**config.mk**
```make
export PLATFORM = sky130hd
export DESIGN_NAME = cplx_mac
export DESIGN_NICKNAME = d
export VERILOG_FILES = /design/src/rtl/cmac_pkg.sv /design/src/rtl/cmac_lane_mul.sv /design/src/rtl/cmac_acc_bank.sv /design/src/rtl/cplx_mac.sv
export SDC_FILE = /design/constraint.sdc
export NUM_CORES = 2
export LEC_CHECK = 0
export ABC_AREA = 1
export BUFFER_PORTS_ARGS = -buffer_cell sky130_fd_sc_hd__buf_4
export CAP_MARGIN = 5
export CORE_UTILIZATION = 35
export CTS_CLUSTER_DIAMETER = 30
export CTS_CLUSTER_SIZE = 20
export DETAILED_ROUTE_END_ITERATION = 8
export PLACE_DENSITY_LB_ADDON = 0.3
export SYNTH_ARGS = -nofsm -noshare
export SYNTH_HDL_FRONTEND = slang
export SYNTH_SLANG_ARGS = --single-unit
```
**constraint.sdc**
```tcl
create_clock -name clk -period 11.2 [get_ports clk]
set_clock_uncertainty 0.2 [all_clocks]
set_input_delay 0.56 -clock clk [delete_from_list [all_inputs] [get_ports clk]]
set_output_delay 0.56 -clock clk [all_outputs]
set_load 0.005 [all_outputs]
```
**src/rtl/cmac_pkg.sv**
```systemverilog
package cmac_pkg;
  typedef enum logic [1:0] {
    MODE_DOT   = 2'd0,
    MODE_REAL  = 2'd1,
    MODE_CROSS = 2'd2,
    MODE_NDOT  = 2'd3
  } cmac_mode_e;
endpackage

```
**src/rtl/cmac_lane_mul.sv**
```systemverilog
module cmac_lane_mul #(
  parameter int LANE_W = 16
) (
  input  logic signed [LANE_W-1:0]   x_i,
  input  logic signed [LANE_W-1:0]   y_i,
  input  logic                       frac_i,
  output logic        [2*LANE_W-1:0] prod_o,
  output logic                       sat_o
);
  localparam int PROD_W = 2 * LANE_W;
  localparam logic [LANE_W-1:0] MOST_NEG = {1'b1, {(LANE_W-1){1'b0}}};

  logic signed [PROD_W-1:0] full;

  always_comb begin
    full   = x_i * y_i;
    sat_o  = 1'b0;
    prod_o = full;
    if (frac_i) begin
      if (x_i == MOST_NEG && y_i == MOST_NEG) begin
        prod_o = {1'b0, {(PROD_W-1){1'b1}}};
        sat_o  = 1'b1;
      end else begin
        prod_o = full <<< 1;
      end
    end
  end
endmodule

```
**src/rtl/cmac_acc_bank.sv**
```systemverilog
module cmac_acc_bank #(
  parameter int ACC_W = 64,
  parameter int N_ACC = 4,
  localparam int IDX_W = (N_ACC > 1) ? $clog2(N_ACC) : 1
) (
  input  logic             clk,
  input  logic             rst_n,
  input  logic             wb_v_i,
  input  logic [IDX_W-1:0] wb_sel_i,
  input  logic [ACC_W-1:0] wb_data_i,
  input  logic             wb_sat_i,
  input  logic             wr_en_i,
  input  logic [IDX_W-1:0] wr_sel_i,
  input  logic [ACC_W-1:0] wr_data_i,
  input  logic [IDX_W-1:0] rd_sel_i,
  input  logic [IDX_W-1:0] fw_sel_i,
  output logic [ACC_W-1:0] rd_data_o,
  output logic [ACC_W-1:0] fw_data_o,
  output logic [N_ACC-1:0] ovf_o
);
  logic [ACC_W-1:0] acc_q [N_ACC];
  logic [ACC_W-1:0] acc_d [N_ACC];
  logic [N_ACC-1:0] acc_en;
  logic [N_ACC-1:0] ovf_q, ovf_d;

  // Write-back first, host write after it: the host wins a same-edge collision.
  always_comb begin
    ovf_d = ovf_q;
    for (int i = 0; i < N_ACC; i++) begin
      acc_d[i]  = acc_q[i];
      acc_en[i] = 1'b0;
      if (wb_v_i && wb_sel_i == IDX_W'(i)) begin
        acc_d[i]  = wb_data_i;
        acc_en[i] = 1'b1;
        if (wb_sat_i) ovf_d[i] = 1'b1;
      end
      if (wr_en_i && wr_sel_i == IDX_W'(i)) begin
        acc_d[i]  = wr_data_i;
        acc_en[i] = 1'b1;
        ovf_d[i]  = 1'b0;
      end
    end
  end

  always_ff @(posedge clk or negedge rst_n) begin
    if (!rst_n) begin
      for (int i = 0; i < N_ACC; i++) acc_q[i] <= '0;
      ovf_q <= '0;
    end else begin
      for (int i = 0; i < N_ACC; i++) begin
        if (acc_en[i]) acc_q[i] <= acc_d[i];
      end
      ovf_q <= ovf_d;
    end
  end

  assign rd_data_o = acc_q[rd_sel_i];
  assign fw_data_o = acc_q[fw_sel_i];
  assign ovf_o     = ovf_q;

  for (genvar g = 0; g < N_ACC; g++) begin : g_chk

    ovf_rise_chk: assert property (@(posedge clk) disable iff (!rst_n)
      $rose(ovf_q[g]) |-> $past(wb_v_i && wb_sat_i && wb_sel_i == IDX_W'(g)));

    host_load_chk: assert property (@(posedge clk) disable iff (!rst_n)
      (wr_en_i && wr_sel_i == IDX_W'(g)) |=> (acc_q[g] == $past(wr_data_i)) && !ovf_q[g]);

    acc_hold_chk: assert property (@(posedge clk) disable iff (!rst_n)
      (!(wr_en_i && wr_sel_i == IDX_W'(g)) && !(wb_v_i && wb_sel_i == IDX_W'(g)))
      |=> $stable(acc_q[g]));
  end
endmodule

```
**src/rtl/cplx_mac.sv**
```systemverilog
module cplx_mac
  import cmac_pkg::*;
#(
  parameter int LANE_W = 16,
  parameter int ACC_W  = 64,
  parameter int N_ACC  = 4,
  localparam int OP_W   = 2 * LANE_W,
  localparam int PROD_W = 2 * LANE_W,
  localparam int IDX_W  = (N_ACC > 1) ? $clog2(N_ACC) : 1
) (
  input  logic             clk,
  input  logic             rst_n,
  input  logic             issue_valid,
  input  logic [OP_W-1:0]  op_a,
  input  logic [OP_W-1:0]  op_b,
  input  logic [IDX_W-1:0] acc_sel,
  input  logic [1:0]       mode,
  input  logic             frac,
  input  logic             wr_en,
  input  logic [IDX_W-1:0] wr_sel,
  input  logic [ACC_W-1:0] wr_data,
  input  logic [IDX_W-1:0] rd_sel,
  output logic [ACC_W-1:0] rd_data,
  output logic [N_ACC-1:0] ovf
);
  // Stage 0: lane pairing and the two multipliers
  cmac_mode_e                   mode_in;
  logic [1:0][LANE_W-1:0]       mx, my;
  logic [1:0][PROD_W-1:0]       m_prod;
  logic [1:0]                   m_sat;

  assign mode_in = cmac_mode_e'(mode);

  always_comb begin
    mx[0] = op_a[OP_W-1:LANE_W];
    mx[1] = op_a[LANE_W-1:0];
    if (mode_in == MODE_CROSS) begin
      my[0] = op_b[LANE_W-1:0];
      my[1] = op_b[OP_W-1:LANE_W];
    end else begin
      my[0] = op_b[OP_W-1:LANE_W];
      my[1] = op_b[LANE_W-1:0];
    end
  end

  for (genvar g = 0; g < 2; g++) begin : g_lane
    cmac_lane_mul #(.LANE_W(LANE_W)) u_mul (
      .x_i    (mx[g]),
      .y_i    (my[g]),
      .frac_i (frac),
      .prod_o (m_prod[g]),
      .sat_o  (m_sat[g])
    );
  end

  // Stage 1 registers: products
  logic                   s1_v;
  logic [IDX_W-1:0]       s1_sel;
  cmac_mode_e             s1_mode;
  logic [1:0][PROD_W-1:0] s1_prod;
  logic [1:0]             s1_sat;

  always_ff @(posedge clk or negedge rst_n) begin
    if (!rst_n) begin
      s1_v    <= 1'b0;
      s1_sel  <= '0;
      s1_mode <= MODE_DOT;
      s1_prod <= '0;
      s1_sat  <= '0;
    end else begin
      s1_v <= issue_valid;
      if (issue_valid) begin
        s1_sel  <= acc_sel;
        s1_mode <= mode_in;
        s1_prod <= m_prod;
        s1_sat  <= m_sat;
      end
    end
  end

  // Stage 2: combine products, add onto the forwarded accumulator value
  logic                    s2_v;
  logic [IDX_W-1:0]        s2_sel;
  logic [ACC_W-1:0]        s2_res;
  logic                    s2_sat;
  logic [ACC_W-1:0]        bank_fw;
  logic signed [ACC_W-1:0] p0, p1, term, base, res_d;

  always_comb begin
    p0 = {{(ACC_W-PROD_W){s1_prod[0][PROD_W-1]}}, s1_prod[0]};
    p1 = {{(ACC_W-PROD_W){s1_prod[1][PROD_W-1]}}, s1_prod[1]};
    unique case (s1_mode)
      MODE_DOT:   term = p0 + p1;
      MODE_REAL:  term = p0 - p1;
      MODE_CROSS: term = p0 + p1;
      MODE_NDOT:  term = -(p0 + p1);
      default:    term = p0 + p1;
    endcase
    if (wr_en && wr_sel == s1_sel)
      base = wr_data;
    else if (s2_v && s2_sel == s1_sel)
      base = s2_res;
    else
      base = bank_fw;
    res_d = base + term;
  end

  always_ff @(posedge clk or negedge rst_n) begin
    if (!rst_n) begin
      s2_v   <= 1'b0;
      s2_sel <= '0;
      s2_res <= '0;
      s2_sat <= 1'b0;
    end else begin
      s2_v <= s1_v;
      if (s1_v) begin
        s2_sel <= s1_sel;
        s2_res <= res_d;
        s2_sat <= |s1_sat;
      end
    end
  end

  // Stage 3: write-back into the accumulator bank
  cmac_acc_bank #(.ACC_W(ACC_W), .N_ACC(N_ACC)) u_bank (
    .clk       (clk),
    .rst_n     (rst_n),
    .wb_v_i    (s2_v),
    .wb_sel_i  (s2_sel),
    .wb_data_i (s2_res),
    .wb_sat_i  (s2_sat),
    .wr_en_i   (wr_en),
    .wr_sel_i  (wr_sel),
    .wr_data_i (wr_data),
    .rd_sel_i  (rd_sel),
    .fw_sel_i  (s1_sel),
    .rd_data_o (rd_data),
    .fw_data_o (bank_fw),
    .ovf_o     (ovf)
  );


  issue_latency_chk: assert property (@(posedge clk) disable iff (!rst_n)
    issue_valid |=> ##1 s2_v);

  for (genvar g = 0; g < 2; g++) begin : g_satchk

    sat_value_chk: assert property (@(posedge clk) disable iff (!rst_n)
      (s1_v && s1_sat[g]) |-> s1_prod[g] == {1'b0, {(PROD_W-1){1'b1}}});
  end
endmodule

```
Word level (Yosys, flattened, before mapping)
Index checks and enable logic that the tools add are counted.
Word-level totals
  register bits after elaboration: 399
  word-level logic and storage cells: 120
  bits of input ports: 141
  output and inout port bits: 68
Cells by class
  reduce and logical (&&, ||, !) cells: 33
  equal/unequal tests: 16
  bitwise logic cells: 2
  multipliers: 2
  magnitude comparators: 2
  $add $sub $neg: 4
  mux-type cells: 43
Operators by type and width (count)
  $mux W64: 14
  $bmux W64 S2: 2
  $pmux W64 S3: 1
  $mux W32: 5
  $add A64 B64 Y64: 1
  $eq A16 B16 Y1 const B: 4
  $mul A16 B16 Y32: 2
  $neg A64 Y64: 1
  $add A32 B32 Y33: 1
  $sub A32 B32 Y33: 1
  $mux W1: 21
  $reduce_and A2 Y1: 8
  $reduce_bool A2 Y1: 8
  $eq A2 B2 Y1 const B: 7
  $logic_and A1 B1 Y1: 12
  $eq A2 B1 Y1 const B: 3
  $ge A3 B3 Y1 const B: 2
  $logic_not A2 Y1: 3
  $not A2 Y3: 2
  $eq A2 B2 Y1: 2
  $reduce_or A2 Y1: 2

Depth between registers and ports, before layout
  depth in word-level cells: 7
  mapped depth: 43
  gate-level depth less buffers: 42

Cells and area by module
A second synthesis with hierarchy kept.
Second synthesis, totals
  cells, all modules: 8729
  area, all modules: 56964.6 µm²
By module, submodules not included
  cmac_acc_bank: cells each 2622, instances 1, area each 16853.7 µm², seq. area each 6506.2 µm²
  cplx_mac: cells each 2722, instances 1, area each 16503.3 µm², seq. area each 3478.3 µm²
  cmac_lane_mul at g_lane[0].u_mul: cells each 1707, instances 1, area each 11897.7 µm², seq. area each 0.0 µm²
  cmac_lane_mul at g_lane[1].u_mul: cells each 1678, instances 1, area each 11710.0 µm², seq. area each 0.0 µm²

Worst setup path after synthesis
Ideal clock, no wire load.
  path type: in2reg
  start point: input port mode[1]
  end point: register s1_prod (netlist bit p0[29])
  setup slack: 4.559 ns
  buffers on the path: 2
  setup time: 0.121 ns
  data arrival time: 6.320 ns
  data required time: 10.879 ns
  stages: 31
  cell sequence: inv_1 -> nor2_4 -> clkbuf_2 -> or2_1 -> o21ai_1 -> inv_1 -> clkbuf_1 -> nand2_1 -> fa_1 -> inv_1 -> fa_1 -> inv_1 -> fa_1 -> inv_1 -> fa_1 -> fa_1 -> inv_1 -> fa_1 -> inv_1 -> ha_1 -> a21oi_1 -> o21a_1 -> o21ai_0 -> nand2_1 -> nand3_1 -> nand3_1 -> nand2_1 -> a21oi_1 -> xor2_1 -> nand2_1 -> a22o_1
On the way
  word-level cells in the longest chain between the ends: 6
  elaborated cells between the ends (all ways): 7
  classes of those cells: mul (1); eq/ne (2); mux (3); reduce/logical (1)
Ends and longest elaborated chain
  start, declared: line cplx_mac.sv:17  | input logic [1:0] mode,
  $eq A2 B2 Y1 *: line cplx_mac.sv:37  | if (mode_in == MODE_CROSS) begin
  $mux W32 *: line cplx_mac.sv:37
  parallel branches: the longest is 3 deep, another holds $mul A16 B16 Y32
  $mux W32 *: line cmac_lane_mul.sv:19  | if (frac_i) begin
  end signal, assigned: line cplx_mac.sv:75  | s1_prod <= m_prod;
  end, declared: line cplx_mac.sv:60  | logic [1:0][PROD_W-1:0] s1_prod;
Every way passes the cells marked *.
A chain may end at the register's enable or synchronous reset.

Final worst setup path
Same ends and word-level chain as after synthesis.

==> flow_summary.json <==
{
  "ant_nets": 0,
  "maxSlewHeadroom_pct": 29.5,
  "async_flop_share_pct": 100,
  "yosysWarnings": 0,
  "required_ns": 11.53,
  "cts_sinks": 399,
  "placed_area_mm2": 0.0550,
  "critPathSlowestCell": "inv_2",
  "grt_pass1_wl_um": 291000,
  "synth_cell_types": 64,
  "die_w_um": 388,
  "rsz0062_at_grt": "no",
  "track_usage_pct": 24.6,
  "drive_gt1_share_pct": 8.17,
  "diodes": 0,
  "wl_per_cell_um": 20.1,
  "post-place-ws_ns": 2.98,
  "antenna_found_initial": 0,
  "synth_edf_count": 0,
  "synth_top_area_share_pct": 20.3,
  "grt_overflow_total": 0,
  "cp-start-kind": "primary input",
  "insertion_delay_ns": 0.69,
  "status": "completed",
  "grt_pass1_vias": 49900,
  "synth_area_leaders": "fa_1, dfrtp_1, o21ai_0",
  "post_cts_buffers": 0,
  "final_net_count": 8343,
  "nFillCells": 15400,
  "drt_iter0_drc": 4585,
  "via_per_inst": 5.39,
  "netlist_instances": 7306,
  "cts_buffer_depth": 3,
  "synth_area_leader_cell": "fa_1",
  "slew_violations": 0,
  "worst_pin_slew_ns": 1.06,
  "crit_path_max_incr_delay_ns": 0.77,
  "hold_violations": 0,
  "path_class": "in2reg",
  "drv_cap": 0,
  "drt_first_pass_iters": 6,
  "dp_hpwl_um": 138000,
  "syn_area_mm2": 0.0520,
  "cts_buffers": 107,
  "r2r_slack_ns": 4.66,
  "fin_ws_ns": 3.58,
  "rows": 141,
  "start_util_pct": 35.2,
  "cp.arrival_ns": 7.96,
  "crit_fanout": 40,
  "clkSlewWorstSetupHoldPaths_ns": 0.04,
  "syn_nets": 8266,
  "drc": 0,
  "multi_input_area_mm2": 0.0357,
  "die_area_mm2": 0.150,
  "fp.dieH_um": 388,
  "setup-tns-final_ns": 0,
  "finalCritPeriodShare_pct": 68.1,
  "seq_area_mm2": 0.00999,
  "ioPinCount": 209,
  "syn_to_final_growth_pct": 14.1,
  "fp.coreArea_mm2": 0.148,
  "root_buffer": "clkbuf_16",
  "num_vias": 50700,
  "final.min_clock_period_ns": 7.62,
  "numPortBuffers": 208,
  "yosys_register_bits": 399,
  "finish.instance_area_mm2": 0.0594,
  "synth_ff_type": "dfrtp_1",
  "synth.avg_cell_area_um2": 7.12,
  "min_path_type": "in2reg",
  "cts_tree": "yes",
  "cp_common_cell": "inv_1",
  "totalWireLength_um": 189000,
  "grt_max_degree": 142,
  "setup_viol": 0,
  "cts.htree.levels": 3,
  "seq_area_frac_synth_pct": 19.2,
  "critical_path.endpoint_type": "flop",
  "clock.fmax_ghz": 0.131,
  "gp_congestion": 0.979
}
-- cell type report --
cell class                 count  area share, %
clock inverter                47           1.15
clock buffer                 145           5.10
tap                         1930           4.07
multi-input combinational   5228           60.1
inverter                    1329           8.43
timing repair buffer         318           4.32
sequential                   399           16.8
-- worst max-delay path: cells and delay by family --
kind | cells | cell delay [ns]
adder cells (fa/ha/maj) | 7 | 3.33
buffers and inverters | 9 | 1.73
AO/OA/AOI/OAI | 6 | 1.39
AND/OR/NAND/NOR | 7 | 0.75
XOR/XNOR | 1 | 0.20
-- through the flow --
stage | util [%] | hold WS, ns | cells
3_5_place_dp | 37.3 | 0.280 | 9140
3_3_place_gp | 37.3 | 0.268 | 9140
6_report | 40.2 | 0.0761 | 9396
5_1_grt | 40.2 | 0.0801 | 9396
4_1_cts | 40.2 | 0.0439 | 9396
2_1_floorplan | - | 0.0644 | 7306
-- logic make-up after synthesis --
family / count (synthesis) / share of synthesized area [%]
AO/OA/AOI/OAI: 2011 / 21.2
XOR/XNOR: 114 / 1.93
adder cells (fa/ha/maj): 819 / 27.3
buffers and inverters: 1679 / 12.3
flip-flops: 399 / 19.2
AND/OR/NAND/NOR: 2284 / 18.0
-- state kept, by name (all words and copies together), names as in the netlist --
register	cells
p0	32
p1	32
s1_mode	2
s1_sat	2
s1_sel	2
s1_v	1
s2_res	64
s2_sat	1
s2_sel	2
s2_v	1
u_bank.acc_q	256
u_bank.ovf_o	4
-- routing by layer --
metal	global-route usage [%]	part of all wire (%)	vias up
li1	-	-	23600
met1	33.2	43	24400
met2	39.8	45	2265
met3	3.60	8.3	389
met4	9.16	3.6	0
met5	0	0	-
-- what timing repair did --
action                    CTS  global route
resized for setup           0             0
hold buffers               64             0
hold endpoints to repair  287             0
-- final timing paths --
path / cells after the start / to / start
max: 30 / p0[29] / mode[1]
min: 3 / u_bank.acc_q[55] / wr_data[55]
max reg2reg: 29 / s2_res[58] / p0[0]
min reg2reg: 2 / s1_sat[1] / s1_sat[1]
max in group asynchronous: 4 / u_bank.acc_q[183] / rst_n
min in group asynchronous: 2 / u_bank.acc_q[209] / rst_n
-- Yosys cell counts, types with 14 or more instances --
cell,count
nor2_1,666
nand2_1,1225
nand4_1,32
fa_1,527
a21o_1,15
o21bai_1,16
inv_2,43
nand2_2,16
nor2_2,15
a21oi_1,621
ha_1,292
o21ai_1,69
xor2_1,54
nor4_1,27
a221o_1,17
or2_2,30
clkbuf_1,284
o21a_1,19
or2_1,17
o221ai_1,17
a21boi_1,14
a31oi_1,49
clkinv_1,18
buf_1,29
nor3_1,41
buf_2,19
o211ai_1,98
nand3_1,183
o21ai_0,989
dfrtp_1,399
inv_1,1268
xnor2_1,59
-- layout by cell type, fill, tap and decap left out, types with 49 or more instances in the layout --
master            n
o21ai_0         988
inv_1          1259
o211ai_1         98
nand2_1        1223
xor2_1           54
nand3_1         182
fa_1            527
dfrtp_1         396
clkbuf_16       107
xnor2_1          59
buf_4           252
a21oi_1         621
nor2_1          663
o21ai_1          69
dlygate4sd3_1    64
ha_1            292
a31oi_1          49
Power is left out: the tool's default activity adds up to more than one toggle a clock period on the data nets, which glitch-free logic cannot reach.
